`config.mk`:
```
export PLATFORM = sky130hd
export DESIGN_NAME = hiccup_seq
export DESIGN_NICKNAME = d
export VERILOG_FILES = /design/src/rtl/hiccup_pkg.sv /design/src/rtl/hc_sink_run.sv /design/src/rtl/hc_timer.sv /design/src/rtl/hc_trigger.sv /design/src/rtl/hiccup_seq.sv
export SDC_FILE = /design/constraint.sdc
export NUM_CORES = 1
export LEC_CHECK = 0
export ABC_AREA = 0
export BUFFER_PORTS_ARGS = -buffer_cell sky130_fd_sc_hd__buf_2
export CAP_MARGIN = 0
export CORE_MARGIN = 4
export CORE_UTILIZATION = 30
export CTS_CLUSTER_DIAMETER = 40
export DETAILED_ROUTE_END_ITERATION = 10
export PLACE_DENSITY = 0.57
export SLEW_MARGIN = 20
export SYNTH_ARGS = -nofsm -noshare
export SYNTH_HDL_FRONTEND = slang
export SYNTH_SLANG_ARGS = --single-unit
```
`constraint.sdc`:
```
create_clock -name clk -period 2.65 [get_ports clk]
set_clock_uncertainty 0.2 [all_clocks]
set_input_delay 0.265 -clock clk [delete_from_list [all_inputs] [get_ports clk]]
set_output_delay 0.265 -clock clk [all_outputs]
set_load 0.02 [all_outputs]
```
`src/rtl/hiccup_pkg.sv`:
```
package hiccup_pkg;
  typedef enum logic [1:0] {
    ST_OFF = 2'd0,
    ST_RUN = 2'd1,
    ST_HIC = 2'd2
  } hc_state_e;
endpackage

```
`src/rtl/hc_sink_run.sv`:
```
module hc_sink_run #(
  parameter int unsigned RUN_LEN = 16
) (
  input  logic clk,
  input  logic rst_n,
  input  logic active,
  input  logic stb,
  input  logic clr,
  input  logic sink_flag,
  output logic run_done
);
  localparam int unsigned CW = (RUN_LEN > 1) ? $clog2(RUN_LEN) : 1;

  logic [CW-1:0] cnt_q, cnt_d;

  always_comb begin
    cnt_d = cnt_q;
    if (!active) begin
      cnt_d = '0;
    end else if (stb) begin
      if (clr || !sink_flag) cnt_d = '0;
      else                   cnt_d = cnt_q + CW'(1);
    end
  end

  always_ff @(posedge clk or negedge rst_n) begin
    if (!rst_n) cnt_q <= '0;
    else        cnt_q <= cnt_d;
  end

  assign run_done = active && stb && sink_flag && (cnt_q == CW'(RUN_LEN - 1));

  // a completed run leaves the count at zero
  p_run_clears_r3: assert property (@(posedge clk) disable iff (!rst_n)
    (run_done && clr) |=> (cnt_q == '0));
  p_run_bound_r3: assert property (@(posedge clk) disable iff (!rst_n)
    (cnt_q <= CW'(RUN_LEN - 1)));
endmodule

```
`src/rtl/hc_timer.sv`:
```
module hc_timer #(
  parameter int unsigned TIMEOUT = 32768
) (
  input  logic clk,
  input  logic rst_n,
  input  logic active,
  input  logic stb,
  output logic expire
);
  localparam int unsigned TW = (TIMEOUT > 1) ? $clog2(TIMEOUT) : 1;

  logic [TW-1:0] cnt_q, cnt_d;

  assign expire = active && stb && (cnt_q == TW'(TIMEOUT - 1));

  always_comb begin
    cnt_d = cnt_q;
    if (!active)     cnt_d = '0;
    else if (expire) cnt_d = '0;
    else if (stb)    cnt_d = cnt_q + TW'(1);
  end

  always_ff @(posedge clk or negedge rst_n) begin
    if (!rst_n) cnt_q <= '0;
    else        cnt_q <= cnt_d;
  end

  // one step per strobe while the timeout runs
  p_step_r4: assert property (@(posedge clk) disable iff (!rst_n)
    (active && stb && !expire) |=> (cnt_q == $past(cnt_q) + TW'(1)));
  p_hold_r4: assert property (@(posedge clk) disable iff (!rst_n)
    (active && !stb) |=> $stable(cnt_q));
endmodule

```
`src/rtl/hc_trigger.sv`:
```
module hc_trigger (
  input  logic runaway_flag,
  input  logic uv_flag,
  input  logic ss_done,
  input  logic sink_trip,
  output logic trig
);
  // undervoltage only counts once soft-start is over
  assign trig = runaway_flag || (uv_flag && ss_done) || sink_trip;
endmodule

```
`src/rtl/hiccup_seq.sv`:
```
module hiccup_seq
  import hiccup_pkg::*;
#(
  parameter int unsigned SINK_RUN    = 16,
  parameter int unsigned TIMEOUT_CYC = 32768
) (
  input  logic clk,
  input  logic rst_n,
  input  logic cyc_stb,
  input  logic en,
  input  logic full_mode,
  input  logic runaway_flag,
  input  logic sink_flag,
  input  logic uv_flag,
  input  logic ss_done,
  input  logic dis_flag,
  output logic hs_en,
  output logic ls_en,
  output logic ss_restart,
  output logic hiccup
);
  hc_state_e state_q, state_d;
  logic hs_q, hs_d, ls_q, ls_d, ssr_q, ssr_d, hic_q, hic_d;
  logic sink_trip, trig, expire, in_run, in_hic;

  assign in_run = (state_q == ST_RUN);
  assign in_hic = (state_q == ST_HIC);

  hc_sink_run #(.RUN_LEN(SINK_RUN)) u_sink (
    .clk       (clk),
    .rst_n     (rst_n),
    .active    (en && full_mode && in_run),
    .stb       (cyc_stb),
    .clr       (cyc_stb && trig),
    .sink_flag (sink_flag),
    .run_done  (sink_trip)
  );

  hc_trigger u_trig (
    .runaway_flag (runaway_flag),
    .uv_flag      (uv_flag),
    .ss_done      (ss_done),
    .sink_trip    (sink_trip),
    .trig         (trig)
  );

  hc_timer #(.TIMEOUT(TIMEOUT_CYC)) u_tmr (
    .clk    (clk),
    .rst_n  (rst_n),
    .active (en && in_hic),
    .stb    (cyc_stb),
    .expire (expire)
  );

  always_comb begin
    state_d = state_q;
    if (!en) begin
      state_d = ST_OFF;
    end else begin
      unique case (state_q)
        ST_OFF:  if (cyc_stb)           state_d = ST_RUN;
        ST_RUN:  if (cyc_stb && trig)   state_d = ST_HIC;
        ST_HIC:  if (expire)            state_d = ST_RUN;
        default:                        state_d = ST_OFF;
      endcase
    end
  end

  always_comb begin
    hs_d  = en && (state_d == ST_RUN);
    hic_d = en && (state_d == ST_HIC);
    ssr_d = en && cyc_stb && ((state_q == ST_OFF) || expire);
    unique case (state_d)
      ST_RUN:  ls_d = en;
      ST_HIC:  ls_d = cyc_stb ? full_mode : (ls_q && !dis_flag && full_mode);
      default: ls_d = 1'b0;
    endcase
  end

  always_ff @(posedge clk or negedge rst_n) begin
    if (!rst_n) begin
      state_q <= ST_OFF;
      hs_q    <= 1'b0;
      ls_q    <= 1'b0;
      ssr_q   <= 1'b0;
      hic_q   <= 1'b0;
    end else begin
      state_q <= state_d;
      hs_q    <= hs_d;
      ls_q    <= ls_d;
      ssr_q   <= ssr_d;
      hic_q   <= hic_d;
    end
  end

  assign hs_en      = hs_q;
  assign ls_en      = ls_q;
  assign ss_restart = ssr_q;
  assign hiccup     = hic_q;

  p_runaway_entry_r1: assert property (@(posedge clk) disable iff (!rst_n)
    (cyc_stb && en && in_run && runaway_flag) |=> (hiccup && !hs_en));
  p_uv_masked_r2: assert property (@(posedge clk) disable iff (!rst_n)
    (cyc_stb && en && in_run && uv_flag && !ss_done && !runaway_flag && !sink_flag)
      |=> !hiccup);
  p_expire_exit_r4: assert property (@(posedge clk) disable iff (!rst_n)
    (en && expire) |=> (!hiccup && hs_en && ss_restart));
  p_hs_off_r5: assert property (@(posedge clk) disable iff (!rst_n)
    hiccup |-> !hs_en);
  p_pulse_end_r6: assert property (@(posedge clk) disable iff (!rst_n)
    (en && hiccup && !cyc_stb && dis_flag) |=> !ls_en);
  p_restart_one_r7: assert property (@(posedge clk) disable iff (!rst_n)
    ss_restart |=> !ss_restart);
  p_off_r8: assert property (@(posedge clk) disable iff (!rst_n)
    !en |=> (!hs_en && !ls_en && !hiccup && !ss_restart));
  p_hold_hic_r9: assert property (@(posedge clk) disable iff (!rst_n)
    (en && hiccup && !expire) |=> hiccup);
  p_simple_idle_r10: assert property (@(posedge clk) disable iff (!rst_n)
    (hiccup && ls_en) |-> $past(full_mode));
endmodule

```
==> Flow_metrics.wiki <==
{| class="wikitable"
! Metric !! Value
|-
| Cell area after technology mapping || 0.00150 mm^2
|-
| Max Root-Sink Buffers || 2
|-
| Area used by sequential logic in the layout || 626 um^2
|-
| Total of hold buffers inserted after clock tree synthesis || 1
|-
| Critical Path Most Common Cell || sky130_fd_sc_hd__ha_1
|-
| Max-cap violations || 0
|-
| Class of the tightest hold or removal check || in2reg
|-
| Clock Sinks || 25
|-
| Fraction of final layout cells sized beyond drive strength 1 || 14.2%
|-
| Post-layout net count || 198
|-
| Clock tree from TritonCTS || yes
|-
| Hold path start || full_mode
|-
| Multi-input combinational cell area || 815 um^2
|-
| Maximum number of pins on one net before global-route repair || 26
|-
| Antenna violations before repair || 0
|-
| Drt first-iter violations || 26
|-
| CP Cell Sequence || ha_1, and3_1, nand3_1, or4_4, a32o_1, ha_1, a31oi_1, nor2_1
|-
| Placed Instances || 245
|-
| Worst hold stages || 3
|-
| Post-CTS setup buffer count || 0
|-
| Count of buffers inserted at the top-level ports || 13
|-
| Final Power || 0.000684 W
|-
| Number of global-route vias before repair || 1231
|-
| Achievable Freq || 425 MHz
|-
| Most frequent cells in the layout || 25 x sky130_fd_sc_hd__dfrtp_1, 22 x sky130_fd_sc_hd__nand2_1, 13 x sky130_fd_sc_hd__buf_2
|-
| Cell Pwr Density || 400 mW/mm^2
|-
| Critical Path RT || 2.63 ns
|-
| Max FO, Critical Path || 6
|-
| Total wire length || 3300 um
|-
| Die span in x || 78.7 um
|-
| Global-route congestion overflow total || 0
|-
| Worst path max stage delay || 0.43 ns
|-
| Average wire length per cell after detail routing || 13.2 um
|-
| N_diodes || 0
|-
| Proportion of synthesized chip area in sequential cells || 41.7%
|-
| Crit path max-delay cell type || sky130_fd_sc_hd__or4_4
|-
| Post-route DRC || 0
|-
| Commonest non-fill, non-tap cell in the layout || sky130_fd_sc_hd__dfrtp_1
|-
| Depth of the worst register-to-register path || 8
|-
| Reg2Reg Launch Point || u_tmr.cnt_q[0]
|-
| Final critical path time including I/O delays and setup || 2.35 ns
|-
| Wire length of the first global-routing pass || 5720 um
|-
| Routed via count || 1258
|-
| Top flip-flop cell by instance count after synthesis || sky130_fd_sc_hd__dfrtp_1
|-
| Arrival time of data at the critical path endpoint || 2.33 ns
|-
| Number of enable-type register cells in the synthesized netlist || 0
|-
| Number of vias per cell after detailed routing || 5.03
|-
| Std-Cell Core Area || 0.00479 mm^2
|-
| Setup TNS Final || 0 ns
|-
| CTS clock-pin slew for the worst setup and hold paths || 0.10 ns
|-
| Clock buffer count from CTS || 3
|-
| Clock latency on the worst-skew pair || 0.28 ns
|-
| Placer Congestion || 0.797
|-
| Resize count post-CTS || 0
|-
| Endpoint type of the worst setup path || flop
|-
| Type of element launching the critical path || flop
|-
| Final HPWL from detailed placement || 2380 um
|-
| Final standard cell count with taps included and fillers excluded || 250
|-
| Reg-to-reg critical path endpoint || ls_en
|-
| Setup-violating endpoint count in the final report || 0
|-
| Startpoint of the worst setup timing path || u_tmr.cnt_q[0]
|-
| Mean post-synth cell area || 8.98 um^2
|-
| Die Y-Extent || 78.7 um
|-
| Share of async-settable or async-resettable flops after synthesis || 100%
|-
| Final Hold Viols || 0
|-
| Synthesis-stage register bit count || 25
|-
| Number of warnings issued by yosys || 0
|-
| Overall die area || 0.00620 mm^2
|-
| Setup slack on the worst flop-to-flop path || 0.30 ns
|-
| Worst-margin pin slew || 0.569 ns
|-
| Total number of H-tree levels || 1
|-
| Starting density of the core || 31.3%
|-
| P_leak || 0.737 nW
|-
| Clk Tree Root Cell || sky130_fd_sc_hd__clkbuf_8
|-
| Number of detailed-routing iterations run before antenna repair || 4
|-
| Cell Rows || 25
|-
| Pins Over Slew Limit || 0
|-
| Number of inserted filler cells in the final layout || 490
|-
| Final worst path period share || 88.8%
|-
| Slew HR || 62.1%
|-
| Endpoint of the worst hold path || ls_en
|-
| Tot GR Track Use || 11.4%
|-
| Result of the run || finished, final reports clean
|-
| Hold Worst Slack || 0.0606 ns
|-
| Unrepaired setup endpoints after global routing || no
|-
| Area grow syn2layout || 14.1%
|-
| Critical setup path kind || reg2reg
|-
| Cells after Synth || 167
|-
| Antenna viol nets, final || 0
|-
| I/O pin count || 14
|-
| Worst ir drop on vdd || 0.280 mV
|-
| Synth cell types || 50
|-
| Synthesized net count || 181
|}
==> cells by family after synthesis <==
kind of cell	count (synthesis)	synth area share (%)
AOI/OAI and AO/OA	40	20.4
muxes	1	0.751
adders and majority gates	4	3.34
xor gates and xnor gates	2	1.17
buffers and inverters	14	4.00
and+or+nand+nor	81	28.7
DFF	25	41.7
==> final cells by class <==
cell class | instances | area share (%)
inverter | 7 | 1.54
timing repair buffer | 19 | 6.58
clock inverter | 1 | 0.439
tap | 67 | 4.90
multi-input combinational | 128 | 47.6
sequential | 25 | 36.5
clock buffer | 3 | 2.41
==> synth_stat cells, types with 2 or more instances <==
cell	count	area (um^2)
sky130_fd_sc_hd__nand3_1	10	50.1
sky130_fd_sc_hd__ha_1	4	50.1
sky130_fd_sc_hd__o221ai_1	5	43.8
sky130_fd_sc_hd__dfrtp_1	25	626
sky130_fd_sc_hd__nand2_1	22	82.6
sky130_fd_sc_hd__nor2_1	12	45.0
sky130_fd_sc_hd__nor3_1	2	10.0
sky130_fd_sc_hd__or3_1	2	12.5
sky130_fd_sc_hd__o2111ai_1	3	26.3
sky130_fd_sc_hd__nor4_1	5	31.3
sky130_fd_sc_hd__o21ai_0	5	25.0
sky130_fd_sc_hd__nand4_1	4	25.0
sky130_fd_sc_hd__o211ai_1	5	37.5
sky130_fd_sc_hd__clkbuf_1	6	22.5
sky130_fd_sc_hd__nor2b_1	3	18.8
sky130_fd_sc_hd__and2_1	5	31.3
sky130_fd_sc_hd__a21o_1	2	15.0
sky130_fd_sc_hd__inv_1	7	26.3
sky130_fd_sc_hd__a21oi_1	3	15.0
sky130_fd_sc_hd__and3_1	4	25.0
sky130_fd_sc_hd__nand2b_1	2	12.5
sky130_fd_sc_hd__a211oi_1	2	15.0
sky130_fd_sc_hd__a22oi_1	2	15.0
==> metal layers <==
layer	routed length, um	track usage, %	part of all wire [%]
met5	0	0	0
met2	1370	17.7	41
met1	1740	15.9	53
met4	40	2.10	1.2
met3	157	3.29	4.8
==> worst max path at each step <==
stage,to,slack [ns],cells past startpoint
finish,ls_en,0.30,8
global route,ls_en,0.12,9
CTS,ls_en,0.32,8
detailed placement,ls_en,0.33,8
global placement,ls_en,0.37,7
floorplan,ls_en,0.36,8
==> flip-flops by register name, indices dropped and copies added (netlist names) <==
name / count
ss_restart: 1
hs_en: 1
state_q: 2
u_sink.cnt_q: 4
u_tmr.cnt_q: 15
ls_en: 1
hiccup: 1
==> where the power goes <==
group / leakage (nW) / internal, W / switching (W)
Sequential: 0.347 / 0.000387 / 0.00000396
Clock: 0.0217 / 0.000107 / 0.000132
Combinational: 0.369 / 0.0000201 / 0.0000344
Total: 0.737 / 0.000514 / 0.000170
==> worst max-delay path: cells and delay by family, from the launching register on <==
family	cells	cell delay [ns]
DFF	1	0.42
AOI/OAI and AO/OA	2	0.38
and+or+nand+nor	4	0.83
adders and majority gates	2	0.43
==> per-stage QoR <==
step           instance area, um^2  utilization [%]  worst slack, ns
2_1_floorplan                 1500                -            0.357
3_3_place_gp                  1650             34.5            0.367
3_5_place_dp                  1650             34.5            0.332
4_1_cts                       1710             35.8            0.319
5_1_grt                       1710             35.8            0.120
6_report                      1710             35.8            0.296
Note: power is estimated with default switching activity, not from simulation.
